==> src/rtl/hdx_jam_pkg.sv <==
`timescale 1ns/1ps
package hdx_jam_pkg;
    typedef enum logic [2:0] {
        ST_IDLE    = 3'd0,
        ST_PRE     = 3'd1,
        ST_DATA    = 3'd2,
        ST_JAM     = 3'd3,
        ST_BACKOFF = 3'd4,
        ST_DRAIN   = 3'd5
    } tx_state_e;

    localparam logic [7:0] PRE_BYTE = 8'h55;
    localparam logic [7:0] SFD_BYTE = 8'hD5;
endpackage

==> src/rtl/hdx_backoff_lfsr.sv <==
`timescale 1ns/1ps
module hdx_backoff_lfsr #(
    parameter int          LFSR_W = 16,
    parameter int          OUT_W  = 10,
    parameter logic [15:0] TAPS   = 16'hB400,
    parameter logic [15:0] SEED   = 16'hACE1
) (
    input  logic             clk,
    input  logic             rst_n,
    output logic [OUT_W-1:0] rand_o
);
    logic [LFSR_W-1:0] lfsr_d, lfsr_q;

    always_comb begin
        lfsr_d = lfsr_q >> 1;
        if (lfsr_q[0]) begin
            lfsr_d = lfsr_d ^ TAPS[LFSR_W-1:0];
        end
    end

    always_ff @(posedge clk) begin
        if (!rst_n) lfsr_q <= SEED[LFSR_W-1:0];
        else        lfsr_q <= lfsr_d;
    end

    assign rand_o = lfsr_q[OUT_W-1:0];

    // the generator never falls into the all-zero lock state
    p_lfsr_nonzero_r13: assert property (@(posedge clk) disable iff (!rst_n)
        lfsr_q != '0);
endmodule

==> src/rtl/hdx_backoff_timer.sv <==
`timescale 1ns/1ps
module hdx_backoff_timer #(
    parameter int SLOT_CYCLES = 64,
    parameter int SLOTS_W     = 10
) (
    input  logic               clk,
    input  logic               rst_n,
    input  logic               load_i,
    input  logic [SLOTS_W-1:0] slots_i,
    output logic               expired_o
);
    localparam int CYC_W = (SLOT_CYCLES > 1) ? $clog2(SLOT_CYCLES) : 1;
    localparam logic [CYC_W-1:0] CYC_LAST = CYC_W'(SLOT_CYCLES - 1);

    logic [SLOTS_W-1:0] slots_d, slots_q;
    logic [CYC_W-1:0]   cyc_d, cyc_q;

    always_comb begin
        slots_d = slots_q;
        cyc_d   = cyc_q;
        if (load_i) begin
            slots_d = slots_i;
            cyc_d   = '0;
        end else if (slots_q != '0) begin
            if (cyc_q == CYC_LAST) begin
                cyc_d   = '0;
                slots_d = slots_q - 1'b1;
            end else begin
                cyc_d = cyc_q + 1'b1;
            end
        end
    end

    always_ff @(posedge clk) begin
        if (!rst_n) begin
            slots_q <= '0;
            cyc_q   <= '0;
        end else begin
            slots_q <= slots_d;
            cyc_q   <= cyc_d;
        end
    end

    assign expired_o = (slots_q == '0);

    // once the wait is over it stays over until a new draw is loaded
    p_expired_hold_r7: assert property (@(posedge clk) disable iff (!rst_n)
        (expired_o && !load_i) |=> expired_o);
endmodule

==> src/rtl/hdx_retx_buffer.sv <==
`timescale 1ns/1ps
module hdx_retx_buffer #(
    parameter int DEPTH = 64,
    parameter int W     = 8
) (
    input  logic                       clk,
    input  logic                       rst_n,
    input  logic                       wr_en_i,
    input  logic [$clog2(DEPTH+1)-1:0] wr_fill_i,
    input  logic [W-1:0]               wr_data_i,
    input  logic [$clog2(DEPTH)-1:0]   rd_addr_i,
    output logic [W-1:0]               rd_data_o
);
    localparam int AW = $clog2(DEPTH);

    logic [W-1:0] mem_q [DEPTH];

    always_ff @(posedge clk) begin
        if (wr_en_i) begin
            mem_q[wr_fill_i[AW-1:0]] <= wr_data_i;
        end
    end

    assign rd_data_o = mem_q[rd_addr_i];

    // the replay store is never written beyond its depth
    p_buf_bound_r6: assert property (@(posedge clk) disable iff (!rst_n)
        wr_en_i |-> (32'(wr_fill_i) < DEPTH));
endmodule

==> src/rtl/hdx_jam_retry.sv <==
`timescale 1ns/1ps
module hdx_jam_retry
    import hdx_jam_pkg::*;
#(
    parameter int          BUF_DEPTH    = 64,
    parameter int          MIN_BYTES    = 64,
    parameter int          PRE_LEN      = 8,
    parameter int          MAX_ATTEMPTS = 16,
    parameter int          BO_LIMIT     = 10,
    parameter int          SLOT_CYCLES  = 64,
    parameter logic [31:0] JAM_WORD     = 32'h5555_5555,
    parameter logic [15:0] LFSR_SEED    = 16'hACE1
) (
    input  logic       clk,
    input  logic       rst_n,
    input  logic [7:0] src_data_i,
    input  logic       src_valid_i,
    input  logic       src_last_i,
    output logic       src_ready_o,
    input  logic       col_i,
    input  logic       late_irq_en_i,
    output logic [7:0] tx_data_o,
    output logic       tx_en_o,
    output logic       retry_o,
    output logic       discard_o,
    output logic       done_o,
    output logic       late_col_o,
    output logic       late_irq_o,
    output logic       excess_col_o
);
    localparam int JAM_LEN = 4;
    localparam int PRE_W   = $clog2(PRE_LEN);
    localparam int CNT_W   = $clog2(MIN_BYTES + 1);
    localparam int PTR_W   = $clog2(BUF_DEPTH + 1);
    localparam int AW      = $clog2(BUF_DEPTH);
    localparam int ATT_W   = $clog2(MAX_ATTEMPTS + 1);
    localparam logic [PRE_W-1:0] PRE_LAST = PRE_W'(PRE_LEN - 1);
    localparam logic [CNT_W-1:0] CNT_SAT  = CNT_W'(MIN_BYTES);
    localparam logic [PTR_W-1:0] BUF_FULL = PTR_W'(BUF_DEPTH);

    typedef struct packed {
        tx_state_e        st;
        logic [PRE_W-1:0] pre_idx;
        logic [1:0]       jam_idx;
        logic [CNT_W-1:0] cnt;
        logic             col_pend;
        logic             late;
        logic [ATT_W-1:0] attempts;
        logic [PTR_W-1:0] rd_ptr;
        logic [PTR_W-1:0] buf_cnt;
        logic             src_done;
        logic             retry;
        logic             discard;
        logic             done;
        logic             late_sts;
        logic             late_irq;
        logic             excess;
    } ctl_t;

    ctl_t r_d, r_q;

    logic                tx_en_d;
    logic [7:0]          tx_byte_d;
    logic                src_ready_d;
    logic                buf_we_d;
    logic                tmr_load_d;
    logic                byte_last_d;
    logic                replay_d;
    logic                tmr_expired;
    logic [7:0]          buf_rd_data;
    logic [BO_LIMIT-1:0] rand_bits;
    logic [BO_LIMIT-1:0] bo_mask_d;
    logic [BO_LIMIT-1:0] bo_draw_d;
    logic [ATT_W-1:0]    att_next_d;
    logic                give_up_d;

    hdx_backoff_lfsr #(
        .LFSR_W (16),
        .OUT_W  (BO_LIMIT),
        .TAPS   (16'hB400),
        .SEED   (LFSR_SEED)
    ) u_lfsr (
        .clk    (clk),
        .rst_n  (rst_n),
        .rand_o (rand_bits)
    );

    hdx_backoff_timer #(
        .SLOT_CYCLES (SLOT_CYCLES),
        .SLOTS_W     (BO_LIMIT)
    ) u_timer (
        .clk       (clk),
        .rst_n     (rst_n),
        .load_i    (tmr_load_d),
        .slots_i   (bo_draw_d),
        .expired_o (tmr_expired)
    );

    hdx_retx_buffer #(
        .DEPTH (BUF_DEPTH),
        .W     (8)
    ) u_buf (
        .clk       (clk),
        .rst_n     (rst_n),
        .wr_en_i   (buf_we_d),
        .wr_fill_i (r_q.buf_cnt),
        .wr_data_i (src_data_i),
        .rd_addr_i (r_q.rd_ptr[AW-1:0]),
        .rd_data_o (buf_rd_data)
    );

    // Truncated exponent: mask keeps min(attempt, BO_LIMIT) low bits
    always_comb begin
        att_next_d = r_q.attempts + 1'b1;
        for (int i = 0; i < BO_LIMIT; i++) begin
            bo_mask_d[i] = (32'(att_next_d) > i);
        end
        bo_draw_d = rand_bits & bo_mask_d;
        give_up_d = (32'(att_next_d) >= MAX_ATTEMPTS);
    end

    always_comb begin
        r_d         = r_q;
        r_d.retry   = 1'b0;
        r_d.discard = 1'b0;
        r_d.done    = 1'b0;
        tx_en_d     = 1'b0;
        tx_byte_d   = '0;
        src_ready_d = 1'b0;
        buf_we_d    = 1'b0;
        tmr_load_d  = 1'b0;
        byte_last_d = 1'b0;
        replay_d    = (r_q.rd_ptr < r_q.buf_cnt);

        unique case (r_q.st)
            ST_IDLE: begin
                if (src_valid_i) begin
                    r_d.st       = ST_PRE;
                    r_d.pre_idx  = '0;
                    r_d.cnt      = '0;
                    r_d.col_pend = 1'b0;
                    r_d.late     = 1'b0;
                    r_d.attempts = '0;
                    r_d.rd_ptr   = '0;
                    r_d.buf_cnt  = '0;
                    r_d.src_done = 1'b0;
                    r_d.late_sts = 1'b0;
                    r_d.late_irq = 1'b0;
                    r_d.excess   = 1'b0;
                end
            end

            ST_PRE: begin
                tx_en_d   = 1'b1;
                tx_byte_d = (r_q.pre_idx == PRE_LAST) ? SFD_BYTE : PRE_BYTE;
                if (r_q.cnt != CNT_SAT) r_d.cnt = r_q.cnt + 1'b1;
                if (col_i) r_d.col_pend = 1'b1;
                if (r_q.pre_idx == PRE_LAST) begin
                    if (r_q.col_pend || col_i) begin
                        r_d.st      = ST_JAM;
                        r_d.jam_idx = '0;
                        r_d.late    = 1'b0;
                    end else begin
                        r_d.st = ST_DATA;
                    end
                end else begin
                    r_d.pre_idx = r_q.pre_idx + 1'b1;
                end
            end

            ST_DATA: begin
                if (replay_d) begin
                    tx_en_d     = 1'b1;
                    tx_byte_d   = buf_rd_data;
                    byte_last_d = r_q.src_done && (r_q.rd_ptr == r_q.buf_cnt - 1'b1);
                    r_d.rd_ptr  = r_q.rd_ptr + 1'b1;
                end else begin
                    src_ready_d = 1'b1;
                    tx_en_d     = src_valid_i;
                    tx_byte_d   = src_data_i;
                    byte_last_d = src_last_i;
                    if (src_valid_i) begin
                        if (r_q.buf_cnt != BUF_FULL) begin
                            buf_we_d    = 1'b1;
                            r_d.buf_cnt = r_q.buf_cnt + 1'b1;
                            r_d.rd_ptr  = r_q.rd_ptr + 1'b1;
                        end
                        if (src_last_i) r_d.src_done = 1'b1;
                    end
                end
                if (tx_en_d) begin
                    if (r_q.cnt != CNT_SAT) r_d.cnt = r_q.cnt + 1'b1;
                    if (col_i) begin
                        r_d.st      = ST_JAM;
                        r_d.jam_idx = '0;
                        r_d.late    = (r_q.cnt == CNT_SAT);
                    end else if (byte_last_d) begin
                        r_d.st   = ST_IDLE;
                        r_d.done = 1'b1;
                    end
                end
            end

            ST_JAM: begin
                tx_en_d   = 1'b1;
                tx_byte_d = JAM_WORD[8*r_q.jam_idx +: 8];
                if (32'(r_q.jam_idx) == JAM_LEN - 1) begin
                    if (r_q.late) begin
                        r_d.late_sts = 1'b1;
                        r_d.late_irq = r_q.late_irq | late_irq_en_i;
                        r_d.discard  = 1'b1;
                        r_d.st       = r_q.src_done ? ST_IDLE : ST_DRAIN;
                    end else if (give_up_d) begin
                        r_d.attempts = att_next_d;
                        r_d.excess   = 1'b1;
                        r_d.discard  = 1'b1;
                        r_d.st       = r_q.src_done ? ST_IDLE : ST_DRAIN;
                    end else begin
                        r_d.attempts = att_next_d;
                        r_d.retry    = 1'b1;
                        tmr_load_d   = 1'b1;
                        r_d.st       = ST_BACKOFF;
                    end
                end else begin
                    r_d.jam_idx = r_q.jam_idx + 1'b1;
                end
            end

            ST_BACKOFF: begin
                if (tmr_expired) begin
                    r_d.st       = ST_PRE;
                    r_d.pre_idx  = '0;
                    r_d.cnt      = '0;
                    r_d.col_pend = 1'b0;
                    r_d.late     = 1'b0;
                    r_d.rd_ptr   = '0;
                end
            end

            ST_DRAIN: begin
                src_ready_d = 1'b1;
                if (src_valid_i && src_last_i) begin
                    r_d.st = ST_IDLE;
                end
            end

            default: r_d.st = ST_IDLE;
        endcase
    end

    always_ff @(posedge clk) begin
        if (!rst_n) begin
            r_q    <= '0;
            r_q.st <= ST_IDLE;
        end else begin
            r_q <= r_d;
        end
    end

    assign tx_en_o      = tx_en_d;
    assign tx_data_o    = tx_byte_d;
    assign src_ready_o  = src_ready_d;
    assign retry_o      = r_q.retry;
    assign discard_o    = r_q.discard;
    assign done_o       = r_q.done;
    assign late_col_o   = r_q.late_sts;
    assign late_irq_o   = r_q.late_irq;
    assign excess_col_o = r_q.excess;

    // a fresh attempt on the line opens with a preamble byte
    p_attempt_opens_r1: assert property (@(posedge clk) disable iff (!rst_n)
        ($rose(tx_en_o) && !src_ready_o) |-> (tx_data_o == PRE_BYTE));

    // a data-phase collision is followed at once by the first jam byte
    p_jam_follows_r3: assert property (@(posedge clk) disable iff (!rst_n)
        (r_q.st == ST_DATA && tx_en_o && col_i) |=> (tx_en_o && tx_data_o == JAM_WORD[7:0]));

    // a retry is scheduled on a quiet line and never with a discard
    p_retry_quiet_r5: assert property (@(posedge clk) disable iff (!rst_n)
        retry_o |-> (!tx_en_o && !discard_o));

    // an abandoned frame leaves the line quiet
    p_discard_quiet_r8: assert property (@(posedge clk) disable iff (!rst_n)
        discard_o |-> !tx_en_o);

    // the interrupt flag only rises together with the late status
    p_irq_gate_r9: assert property (@(posedge clk) disable iff (!rst_n)
        $rose(late_irq_o) |-> late_col_o);

    // excessive collisions abandon the frame and are not late ones
    p_excess_abandon_r10: assert property (@(posedge clk) disable iff (!rst_n)
        $rose(excess_col_o) |-> (discard_o && !late_col_o));
endmodule

==> config.mk <==
export PLATFORM = sky130hd
export DESIGN_NAME = hdx_jam_retry
export DESIGN_NICKNAME = d
export VERILOG_FILES = /design/src/rtl/hdx_jam_pkg.sv /design/src/rtl/hdx_backoff_lfsr.sv /design/src/rtl/hdx_backoff_timer.sv /design/src/rtl/hdx_retx_buffer.sv /design/src/rtl/hdx_jam_retry.sv
export SDC_FILE = /design/constraint.sdc
export NUM_CORES = 1
export LEC_CHECK = 0
export BUFFER_PORTS_ARGS = -buffer_cell sky130_fd_sc_hd__buf_2
export CAP_MARGIN = 20
export CORE_UTILIZATION = 60
export CTS_CLUSTER_SIZE = 8
export DETAILED_ROUTE_END_ITERATION = 10
export PLACE_DENSITY = 0.81
export SYNTH_ARGS = -nofsm -noshare
export SYNTH_HDL_FRONTEND = slang
export SYNTH_SLANG_ARGS = --single-unit
==> constraint.sdc <==
create_clock -name clk -period 7.65 [get_ports clk]
set_input_delay 0.765 -clock clk [delete_from_list [all_inputs] [get_ports clk]]
set_output_delay 0.765 -clock clk [all_outputs]
set_load 0.005 [all_outputs]
==> flow_results.org <==
** Outcome
- The run finished with clean final reports.

** Final layout
- The number of antenna diodes in the final layout is 0.
- After routing the design area is 0.0271 sq mm.
- Most common library cell in the layout ignoring fill and taps :: edfxtp_1
- Fraction of layout cells with a size suffix above 1 :: 19.5%
- Fin util :: a little under 70%
- Number of nets in the layout :: 1,523
- Compared with the post-synthesis result, the final layout area differs by 11.9%.
- Leaving out fill and tap cells, the most frequent cells in the layout are edfxtp_1, mux4_2, nor2_1.

** Logic synthesis
- After synthesis the netlist holds a flip-flop and latch count of 593.
- In the synthesized netlist the dominant register cell turns out to be edfxtp_1.
- Summing every instance area after synthesis gives 0.0242 sq mm.
- Number of warnings reported in the yosys synthesis log :: 0
- The number of nets handed over by synthesis was between 1,000 and 1,500.
- Synthesis produced 1,423 cells.
- Share of flip-flops with an asynchronous set or reset after synthesis :: 0%
- Number of distinct library cell variants in the gate-level netlist after synthesis :: 73
- Post-synth EDFFs :: 512
- Summing the sequential cell areas from Yosys gives about 70% of the chip area.
- Synth Area per Inst :: 17.0 sq um

** Clock network
- Post-cts repair resize count :: 0
- Clock Tree Buf Depth :: 3
- Clock-pin slew was measured on the worst setup and hold paths at around 50 ps.
- Post-CTS Setup Repair Bufs :: 0
- TritonCTS built the clock tree.
- The H-tree generated during clock tree synthesis spans 3 levels.
- Cell at the root of the clock tree :: clkbuf_16
- Number of sinks driven by the clock tree :: 593
- Latest clock arrival within the worst-skew pair :: 600 ps
- Hold Buf Count CTS :: 0
- Clock tree synthesis inserted a total of 84 buffers.

** Drt
- Routed vias :: 13,900
- The detailed router finished its first iteration with approximately 2,100 violations.
- After detailed routing, the number of vias per cell comes to 6.84.
- Detailed-route wire length per cell :: around 29 microns
- Antenna violation net count after detailed routing :: 0
- Total detailed-routing wirelength :: 58.8 mm
- Drt pass-1 iters :: 7
- DRC violation count after routing :: 0

** STA
- The final count of pins violating max slew came to 0.
- Final setup skew :: 33.0 ps
- Post-layout minimum cycle time :: 4860 ps
- Fin. Hold Viols :: 0
- Final count of negative-setup-slack endpoints :: 0
- Post-route clock period utilization :: 63.6%
- Final-layout setup total negative slack :: 0 ps
- For the pin with the worst max-slew slack, the measured transition is 1140 ps.
- Setup repair after global routing left no endpoint under its margin.
- The worst pin sits at a relative slew slack of between 20% and 30%.
- Timing would allow up to 0.206 GHz.

** Global routing
- Entering global routing, the biggest net connects 66 pins.
- Total congestion overflow :: 0
- Global routing consumed, over all layers together, slightly below 30% of the routing resources.
- Initial antenna violation count :: 2
- Global-route wire length before repair :: 88.0 mm
- Via count of the first global-routing pass :: 14,100

** Setup path
- Critical-path top delay cell :: dfxtp_4
- The worst setup path is launched from a flop.
- Setup crit end kind :: output port
- Chain of cells forming the critical path :: buf_4, mux4_2, a22oi_1, a211oi_1, nor4_1, o21ai_0, buf_2
- Data arrival time of the critical path :: 4100 ps
- Worst EP required :: 6880 ps
- In this design, the stage delay of the slowest critical-path cell is between 900 and 1000 ps.
- Critical-path maximum fanout :: 48
- Worst Setup Path Type :: flop to output port

** Pwr
- Combinational Power Share :: between 10% and 20%
- Power per Cell Area :: between 200 and 300 mW/mm^2
- For this design the total switching power over the nets is ~1.9 mW.
- Of the total power, the clock network draws about two fifths.
- The internal power of the cells totals 5.95 mW.
- Leakage power :: 8.59 nW
- Across the VDD grid, the largest voltage drop is 0.187 mV.
- Switching part of the total :: 24.2%
- Total power :: 7.85 mW
- Share of total power in sequential cells :: a little under half

** Placement
- Instance area at placement :: 0.0249 sq mm
- Number of port buffers :: 29
- RePlAce Congestion :: 0.919
- Summed over all nets, the half-perimeter wirelength after detailed placement is 33.8 mm.

** Floorplan
- Initial core utilization :: 60.8%
- 30 I/O pins were placed.
- Floorplan row count :: 73
- The die is 203 microns tall.
- The floorplan step defined a die boundary enclosing 0.0412 sq mm.
- The die is roughly 200 microns wide.
- The floorplan step defined a core boundary enclosing 0.0398 sq mm.

** Worst hold path
- In this run the worst hold path is classified as flop to flop.

** Run
- Max-capacitance violation count :: 0
[logic make-up (layout without fill, tap and decap cells)]
kind of cell,Yosys count,after routing,synth area share (%)
AND/OR/NAND/NOR,322,322,6.78
adder cells (fa/ha/maj),23,23,1.19
flip-flops,593,593,70.1
multiplexers,141,141,12.6
AO/OA/AOI/OAI,205,205,6.11
buffers and inverters,97,186,1.67
XOR/XNOR,42,42,1.52
[state kept, by name (all words and copies together), names as in the netlist, named ones only]
register,cells
u_lfsr.lfsr_q,16
u_buf.mem_q,512
u_timer.cyc_q,6
u_timer.slots_q,10
late_col_o,1
done_o,1
discard_o,1
r_q,37
excess_col_o,1
late_irq_o,1
retry_o,1
[path summary, 6_finish.rpt]
kind	start	end	slack, ps	cells after the start
max	flop	tx_data_o[0]	2790	7
min	u_lfsr.lfsr_q[12]$_SDFF_PN0_	u_lfsr.lfsr_q[11]$_SDFF_PN1_	430	1
max reg2reg	r_q[41]$_SDFFE_PN0P_	u_buf.mem_q[59][2]$_DFFE_PP_	3740	7
min reg2reg	u_lfsr.lfsr_q[12]$_SDFF_PN0_	u_lfsr.lfsr_q[11]$_SDFF_PN1_	430	1
[routing by layer]
metal  wire length (microns)  global-route usage [%]  part of all wire [%]  vias up
met5                      27                       0                 0.046        -
met2                   28700                    47.8                    49      965
li1                        -                       -                     -     5765
met1                   21000                    37.4                    36     6978
met3                    6550                    8.17                    11      221
met4                    2560                    12.2                   4.4        4
[Yosys cell counts, drive strengths merged (21+ instances only)]
library cell / number / share of area [%]
dfxtp: 81 / 6.7
a22oi: 60 / 1.9
edfxtp: 512 / 63
clkbuf: 42 / 0.65
inv: 25 / 0.39
xnor2: 30 / 1.1
nand3: 21 / 0.49
a21oi: 55 / 1.1
ha: 23 / 1.2
buf: 30 / 0.64
nor2: 131 / 2.0
mux4: 131 / 12
nand2: 57 / 0.91
[worst max-delay path, delay by kind of cell, from the launching register on]
| family | cells | cell delay, ps |
|---|---|---|
| AO/OA/AOI/OAI | 3 | 830 |
| buffers and inverters | 2 | 720 |
| flip-flops | 1 | 960 |
| multiplexers | 1 | 570 |
| AND/OR/NAND/NOR | 1 | 380 |
[per-stage QoR]
stage	setup WS, ps	cells	hold WS (ps)
2_1_floorplan	4550	1423	386
3_3_place_gp	3530	1925	397
3_5_place_dp	3500	1925	421
4_1_cts	2750	2037	436
5_1_grt	2550	2037	442
6_report	2790	2037	429
[area by class of cell]
cell class | instances | area, sq um
clock buffer | 109 | 2200
clock inverter | 3 | 33.8
fill | 2516 | 12700
inverter | 25 | 93.8
multi-input combinational | 733 | 6830
sequential | 593 | 17000
tap | 525 | 657
timing repair buffer | 49 | 295
[power groups by stage]
stage          logic (mW)  clock network [mW]  registers (mW)
2_1_floorplan       0.728                   0            3.62
3_3_place_gp        0.904                   0            3.71
3_5_place_dp        0.927                   0            3.71
4_1_cts             0.944                3.26            3.65
5_1_grt              1.01                3.39            3.66
6_report            0.953                3.25            3.65
Power figures use the tool's default switching activity.
